`src/rtl/sp_ram.sv`:
```
`timescale 1ns/1ps
module sp_ram #(
  parameter int ADDR_W         = 6,
  parameter int LANES          = 4,
  parameter int OUT_REG        = 1,
  parameter int USE_IN_CE      = 1,
  parameter int USE_OUT_CE     = 1,
  parameter int USE_ADDR_STALL = 1,
  parameter int USE_RDEN       = 1,
  parameter int USE_CLR        = 1,
  parameter int CLEAR_Q        = 1,
  parameter int RDW_MODE       = 0,
  parameter int MASKED_X       = 0
) (
  input  logic                 clk,
  input  logic                 clr,
  input  logic                 in_ce,
  input  logic                 out_ce,
  input  logic                 addr_hold,
  input  logic                 rd_en,
  input  logic                 wr_en,
  input  logic [LANES-1:0]     lane_en,
  input  logic [ADDR_W-1:0]    addr,
  input  logic [8*LANES-1:0]   wdata,
  output logic [8*LANES-1:0]   q
);
  localparam int DW    = 8 * LANES;
  localparam int DEPTH = 1 << ADDR_W;

  logic [DW-1:0]     mem [DEPTH];
  logic [ADDR_W-1:0] addr_q, addr_use;
  logic [DW-1:0]     old_word, new_word, rdw_word, rd_val, rd_stage;
  logic              go_in, go_out, rd_ok, stall, clr_on, clr_q;

  assign go_in    = (USE_IN_CE == 0) || in_ce;
  assign go_out   = (USE_OUT_CE == 0) || out_ce;
  assign rd_ok    = (USE_RDEN == 0) || rd_en;
  assign stall    = (USE_ADDR_STALL != 0) && addr_hold;
  assign clr_on   = (USE_CLR != 0) && clr;
  assign clr_q    = clr_on && (CLEAR_Q != 0);
  assign addr_use = stall ? addr_q : addr;
  assign old_word = mem[addr_use];

  for (genvar i = 0; i < LANES; i++) begin : g_lane
    assign new_word[8*i +: 8] = lane_en[i] ? wdata[8*i +: 8] : old_word[8*i +: 8];
    if (MASKED_X != 0) begin : g_x
      assign rdw_word[8*i +: 8] = lane_en[i] ? wdata[8*i +: 8] : 8'bx;
    end else begin : g_old
      assign rdw_word[8*i +: 8] = new_word[8*i +: 8];
    end
  end

  always_comb begin
    if (!wr_en) rd_val = old_word;
    else begin
      case (RDW_MODE)
        0:       rd_val = rdw_word;
        1:       rd_val = old_word;
        default: rd_val = 'x;
      endcase
    end
  end

  always_ff @(posedge clk)
    if (go_in && wr_en) mem[addr_use] <= new_word;

  always_ff @(posedge clk or posedge clr_on)
    if (clr_on)     addr_q <= '0;
    else if (go_in) addr_q <= addr_use;

  always_ff @(posedge clk or posedge clr_q)
    if (clr_q)               rd_stage <= '0;
    else if (go_in && rd_ok) rd_stage <= rd_val;

  if (OUT_REG != 0) begin : g_oreg
    logic [DW-1:0] out_stage;
    always_ff @(posedge clk or posedge clr_q)
      if (clr_q)       out_stage <= '0;
      else if (go_out) out_stage <= rd_stage;
    assign q = out_stage;
  end else begin : g_noreg
    assign q = rd_stage;
  end
endmodule


```
`config.mk`:
```
export PLATFORM = sky130hd
export DESIGN_NAME = sp_ram
export DESIGN_NICKNAME = d
export VERILOG_FILES = /design/src/rtl/sp_ram.sv
export SDC_FILE = /design/constraint.sdc
export NUM_CORES = 2
export LEC_CHECK = 0
export BUFFER_PORTS_ARGS = -buffer_cell sky130_fd_sc_hd__buf_2
export CAP_MARGIN = 20
export CORE_UTILIZATION = 30
export DETAILED_ROUTE_END_ITERATION = 8
export PLACE_DENSITY = 0.49
export SYNTH_ARGS = -nofsm -noshare
export SYNTH_HDL_FRONTEND = slang
export SYNTH_SLANG_ARGS = --single-unit
export TNS_END_PERCENT = 100
```
`constraint.sdc`:
```
create_clock -name clk -period 6.1 [get_ports clk]
set_input_delay 1.83 -clock clk [delete_from_list [all_inputs] [get_ports clk]]
set_output_delay 1.83 -clock clk [all_outputs]
set_load 0.02 [all_outputs]
```
---- After elaboration in Yosys (flattened, before gate mapping) ----
Memories as Yosys holds them, arrays and structs flattened.
Index checks and enable logic that the tools add are counted.
storage, ports and cells
  bits in registers ....................... 70
  RAM bits ................................ 2048
  input bits .............................. 49
  memories kept ........................... 1
operators by class
  muxes and demuxes ....................... 8
  reductions and logical operators ........ 2
memory list
  memory  words  width  read ports  clocked after memory_dff  write ports  line  source
  mem     64     32     1           0                         1            30    logic [DW-1:0] mem [DEPTH];
operator list
  cell                 number
  $mux W32             1
  $mux W8              4
  $mux W6              1
  $logic_and A1 B1 Y1  2
  $mux W1              2

---- Depth between registers and ports, before layout ----
An unclocked memory read counts as a cell.
  depth after elaboration ................. 4
  gate-level depth with buffers ........... 13

---- Worst setup path after synthesis ----
No wires, ideal clock.
  path type ............................... in2reg
  start point ............................. in addr[2]
  end point ............................... mem mem[0][31] (netlist name), data pin
  data arrival time ....................... 5.701 ns
  data required time ...................... 5.537 ns
  path slack .............................. -0.164 ns
  cell stages on the path ................. 12
  path buffers ............................ 5
  cells stage by stage .................... buf_2 > nor4b_1 > or2_2 > buf_2 > buf_2 > buf_2 > buf_4 > a22oi_1 > a31oi_1 > nor2_1 > and4_1 > mux2i_1
between the ends
  longest elaborated chain between the ends .. 3
ends and longest elaborated chain
  what              line  source
  from (decl)       23    input logic [ADDR_W-1:0] addr,
  $mux W6           41    assign addr_use = stall ? addr_q : addr;
  $mem_v2 Z64 W32   -
  $mux W8           45    assign new_word[8*i +: 8] = lane_en[i] ? wdata[8*i +: 8] : old_word[8*i +: 8];
  net new_word[31]  32    logic [DW-1:0] old_word, new_word, rdw_word, rd_val, rd_stage;
  to (decl)         30
The timed path passes the listed nets, and every way through them passes these cells.

---- Final worst setup path ----
  start point ............................. in addr[1]
  end point ............................... mem mem[61][3] (netlist name), data pin
The elaborated chain is that of the path after synthesis.

==> results.json <==
{
  "status": "finished clean",
  "layout_worst_path_cycle_share_pct": 87.64,
  "power.share.sequential_pct": 50.1,
  "syn_avg_cell_area_sq_um": 17.15,
  "synth_area_leaders": "sky130_fd_sc_hd__edfxtp_1 (78%), sky130_fd_sc_hd__a22oi_1 (3.6%), sky130_fd_sc_hd__dfrtp_1 (2.2%)",
  "place.detailed.hpwl_mm": 181.8,
  "ios": 81,
  "cp.arrival_ns": 5.86,
  "syn_inst": 4614,
  "pin_count_of_the_biggest_net_entering_global_routing": 65,
  "drt.antenna.violating_nets": 0,
  "drc": 0,
  "drt_iter0_drc": 7029,
  "final_critical_path_required_period_ns": 5.346,
  "cts-resized-gates": 0,
  "synthDistinctLibCells": 46,
  "cts_setup_buffers": 0,
  "detail_route.wirelength_mm": 307.3,
  "yosys.area.top_type_share_pct": 77.73,
  "maxClockFrequency_mhz": 187.0,
  "synth_seq_cells": 2118,
  "power-per-cell-area_mw_per_mm2": 356.9,
  "cts_made_buffers": 219,
  "whs_ns": 0.5043,
  "slew_headroom_pct": 27.63,
  "p_int_mw": 25.31,
  "p_leak_nw": 30.00,
  "chipHeight_microns": 515.5,
  "irDropWorstVdd_mv": 0.2998,
  "crit_path_class": "in -> reg",
  "timing_hold_violations_final": 0,
  "die_w_microns": 515.5,
  "timing.final.max_slew_violations": 0,
  "drt-wirelength-per-cell_microns": 35.23,
  "detailed_router_iteration_count_before_antenna_repair": 6,
  "clock_sinks": 2118,
  "sw_frac_of_total_pct": 25.47,
  "buffer_ports.inserted": 80,
  "cts.path.max_buffers": 3,
  "grt_pass1_wl_mm": 413.4,
  "synth_top_cell_by_area": "sky130_fd_sc_hd__edfxtp_1",
  "placement_rows": 188,
  "nets": 5081,
  "timing.clock.skew_ns": 0.02683,
  "startpoint_type": "primary input",
  "first_global_vias": 47321,
  "initial_utilization_pct": 30.17,
  "ys_seq_area_share_pct": 79.94,
  "post_drt_via_cell_ratio": 5.701,
  "timing.critical_path.to_type": "flop",
  "rsz0062_at_grt": "no",
  "final_layout_size_suffix_gt1_share_pct": 21.07,
  "critical_path_required_ns": 6.61,
  "clk_pin_slew_worst_paths_ns": 0.06,
  "syn-num-nets": 4663,
  "grtUsageTotal_pct": 22.71,
  "design_power_total_mw": 33.95,
  "synth.yosys.warnings": 0,
  "clkPwrFrac_pct": 38.0,
  "clock_latency_reported_for_the_late_side_of_the_worst_skew_pair_ns": 0.87,
  "initial_antenna_violation_count": 12,
  "holdCritPathClass": "reg -> reg",
  "timing.critical_path.fanout_max": 64,
  "combinationalPowerShare_pct": 12.0,
  "core-area_sq_mm": 0.2623,
  "global_route.overflow_total": 0,
  "tritoncts": "yes",
  "cts_root_buf": "sky130_fd_sc_hd__clkbuf_16",
  "drv.max_cap_violation_count": 0,
  "cts-htree-levels": 4,
  "fillerInstances": 24359,
  "tightestPinTransition_ns": 1.084,
  "final-setup-viol-count": 0,
  "via_count": 49738,
  "gp_routability_congestion": 0.8418,
  "total_switching_power_mw": 8.647,
  "synthFlopType": "sky130_fd_sc_hd__edfxtp_1",
  "post_cts_hold_buffer_count": 0,
  "syn2layout_area_growth_pct": 20.24,
  "syn_area_sq_mm": 0.07912,
  "die_area_sq_mm": 0.2658,
  "synth_edf_count": 2048,
  "ys_async_sr_fraction_pct": 3.305
}
-- stage by stage --
stage / setup slack [ns] / TNS, ns / std cells / cell area (sq um) / utilization [%]
6_report: 0.7537 / 0 / 8724 / 95130 / 36.27
5_1_grt: 0.7167 / 0 / 8722 / 95130 / 36.27
4_1_cts: 0.7812 / 0 / 8719 / 95070 / 36.25
3_5_place_dp: -0.1354 / -15.53 / 8324 / 88270 / 33.66
3_3_place_gp: -0.06991 / -11.11 / 8323 / 88240 / 33.65
2_1_floorplan: 0.001275 / 0 / 4614 / 79230 / -
-- cells in the mapped netlist (14+ instances only) --
master	n
sky130_fd_sc_hd__nand2_1	340
sky130_fd_sc_hd__a22oi_1	383
sky130_fd_sc_hd__a22o_1	108
sky130_fd_sc_hd__a31oi_1	191
sky130_fd_sc_hd__mux2_2	142
sky130_fd_sc_hd__nor2_1	92
sky130_fd_sc_hd__a222oi_1	129
sky130_fd_sc_hd__a21oi_1	146
sky130_fd_sc_hd__o21ai_0	229
sky130_fd_sc_hd__clkbuf_1	161
sky130_fd_sc_hd__dfrtp_1	70
sky130_fd_sc_hd__a221oi_1	38
sky130_fd_sc_hd__mux2i_1	39
sky130_fd_sc_hd__nand3_1	16
sky130_fd_sc_hd__nor3_1	14
sky130_fd_sc_hd__or4_1	29
sky130_fd_sc_hd__nor4_1	62
sky130_fd_sc_hd__o22ai_1	27
sky130_fd_sc_hd__a21o_1	39
sky130_fd_sc_hd__buf_2	110
sky130_fd_sc_hd__and4_1	40
sky130_fd_sc_hd__buf_1	39
sky130_fd_sc_hd__inv_1	34
sky130_fd_sc_hd__edfxtp_1	2048
sky130_fd_sc_hd__nand4_1	14
-- kinds of logic after synthesis --
| logic type | after synthesis | share of synthesized area (%) |
|---|---|---|
| AO/OA/AOI/OAI | 1316 | 11.59 |
| buffers and inverters | 351 | 1.896 |
| multiplexers | 188 | 2.647 |
| flip-flops | 2118 | 79.94 |
| AND/OR/NAND/NOR | 641 | 3.920 |
-- layout by cell type (no fill, tap or decap), types with 26 or more instances in the layout --
| cell | n |
|---|---|
| sky130_fd_sc_hd__nor4_1 | 57 |
| sky130_fd_sc_hd__a31oi_1 | 191 |
| sky130_fd_sc_hd__a21oi_1 | 146 |
| sky130_fd_sc_hd__clkbuf_1 | 47 |
| sky130_fd_sc_hd__mux2i_4 | 34 |
| sky130_fd_sc_hd__a221oi_1 | 38 |
| sky130_fd_sc_hd__a22o_1 | 108 |
| sky130_fd_sc_hd__inv_1 | 33 |
| sky130_fd_sc_hd__buf_4 | 329 |
| sky130_fd_sc_hd__or4_1 | 29 |
| sky130_fd_sc_hd__edfxtp_1 | 2048 |
| sky130_fd_sc_hd__and4_1 | 39 |
| sky130_fd_sc_hd__a21o_1 | 39 |
| sky130_fd_sc_hd__nand2_1 | 336 |
| sky130_fd_sc_hd__a22oi_1 | 383 |
| sky130_fd_sc_hd__o21ai_0 | 229 |
| sky130_fd_sc_hd__buf_12 | 102 |
| sky130_fd_sc_hd__clkinv_1 | 54 |
| sky130_fd_sc_hd__clkinv_2 | 43 |
| sky130_fd_sc_hd__a222oi_1 | 129 |
| sky130_fd_sc_hd__nor2_1 | 28 |
| sky130_fd_sc_hd__o22ai_1 | 26 |
| sky130_fd_sc_hd__nor2_4 | 64 |
| sky130_fd_sc_hd__mux2_2 | 141 |
| sky130_fd_sc_hd__clkbuf_16 | 223 |
| sky130_fd_sc_hd__dfrtp_1 | 70 |
| sky130_fd_sc_hd__buf_2 | 80 |
-- state kept, by name, summed over array words and instances, names as in the netlist --
signal	count
addr_q	6
rd_stage	32
q	32
mem	2048
-- power groups by stage --
| stage | Sequential, mW | Clock, mW | Combinational (mW) |
|---|---|---|---|
| global route | 17.0 | 13.6 | 4.22 |
| CTS | 17.0 | 13.0 | 4.03 |
| finish | 17.0 | 12.9 | 4.07 |
| floorplan | 17.4 | 0 | 1.74 |
| global placement | 17.3 | 0 | 3.96 |
| detailed placement | 17.3 | 0 | 4.02 |
-- critical path: stages --
cell	delay, ns
sky130_fd_sc_hd__buf_2	0.30
sky130_fd_sc_hd__mux2_8	0.64
sky130_fd_sc_hd__buf_4	0.32
sky130_fd_sc_hd__mux2_2	0.37
sky130_fd_sc_hd__a222oi_1	0.40
sky130_fd_sc_hd__a31oi_1	0.18
sky130_fd_sc_hd__or4_1	0.51
sky130_fd_sc_hd__nor4_2	0.71
sky130_fd_sc_hd__mux2i_4	0.12
sky130_fd_sc_hd__buf_4	0.33
-- path summary, 6_finish.rpt --
| check | cells past startpoint | startpoint | end | slack [ns] |
|---|---|---|---|---|
| max | 10 | addr[1] | mem[61][3]$_DFFE_PP_ | 0.75 |
| min | 1 | q[29]$_DFFE_PP0P_ | q[29]$_DFFE_PP0P_ | 0.50 |
| max reg2reg | 9 | addr_q[1]$_DFFE_PP0P_ | mem[61][3]$_DFFE_PP_ | 1.27 |
| min reg2reg | 1 | q[29]$_DFFE_PP0P_ | q[29]$_DFFE_PP0P_ | 0.50 |
| max in group asynchronous | 3 | clr | rd_stage[14]$_DFFE_PP0P_ | 3.98 |
| min in group asynchronous | 2 | clr | q[16]$_DFFE_PP0P_ | 1.11 |
-- area by class of cell --
cell class | count | area (sq um) | area share, %
antenna | 3 | 7.507 | 0.007891
clock buffer | 275 | 5826 | 6.124
clock inverter | 120 | 970.9 | 1.021
inverter | 34 | 128.9 | 0.1355
multi-input combinational | 2145 | 15550 | 16.35
sequential | 2118 | 63250 | 66.49
tap | 3515 | 4398 | 4.623
timing repair buffer | 514 | 4995 | 5.250
-- metal layers --
layer | global-route usage (%) | wire length [microns] | vias to the layer above
met4 | 9.610 | 14270 | 6
met3 | 3.728 | 26120 | 541
met5 | 0 | 45 | -
met2 | 36.41 | 143600 | 2754
li1 | - | - | 19801
met1 | 30.39 | 123300 | 26636
(Power assumes the default switching activity.)
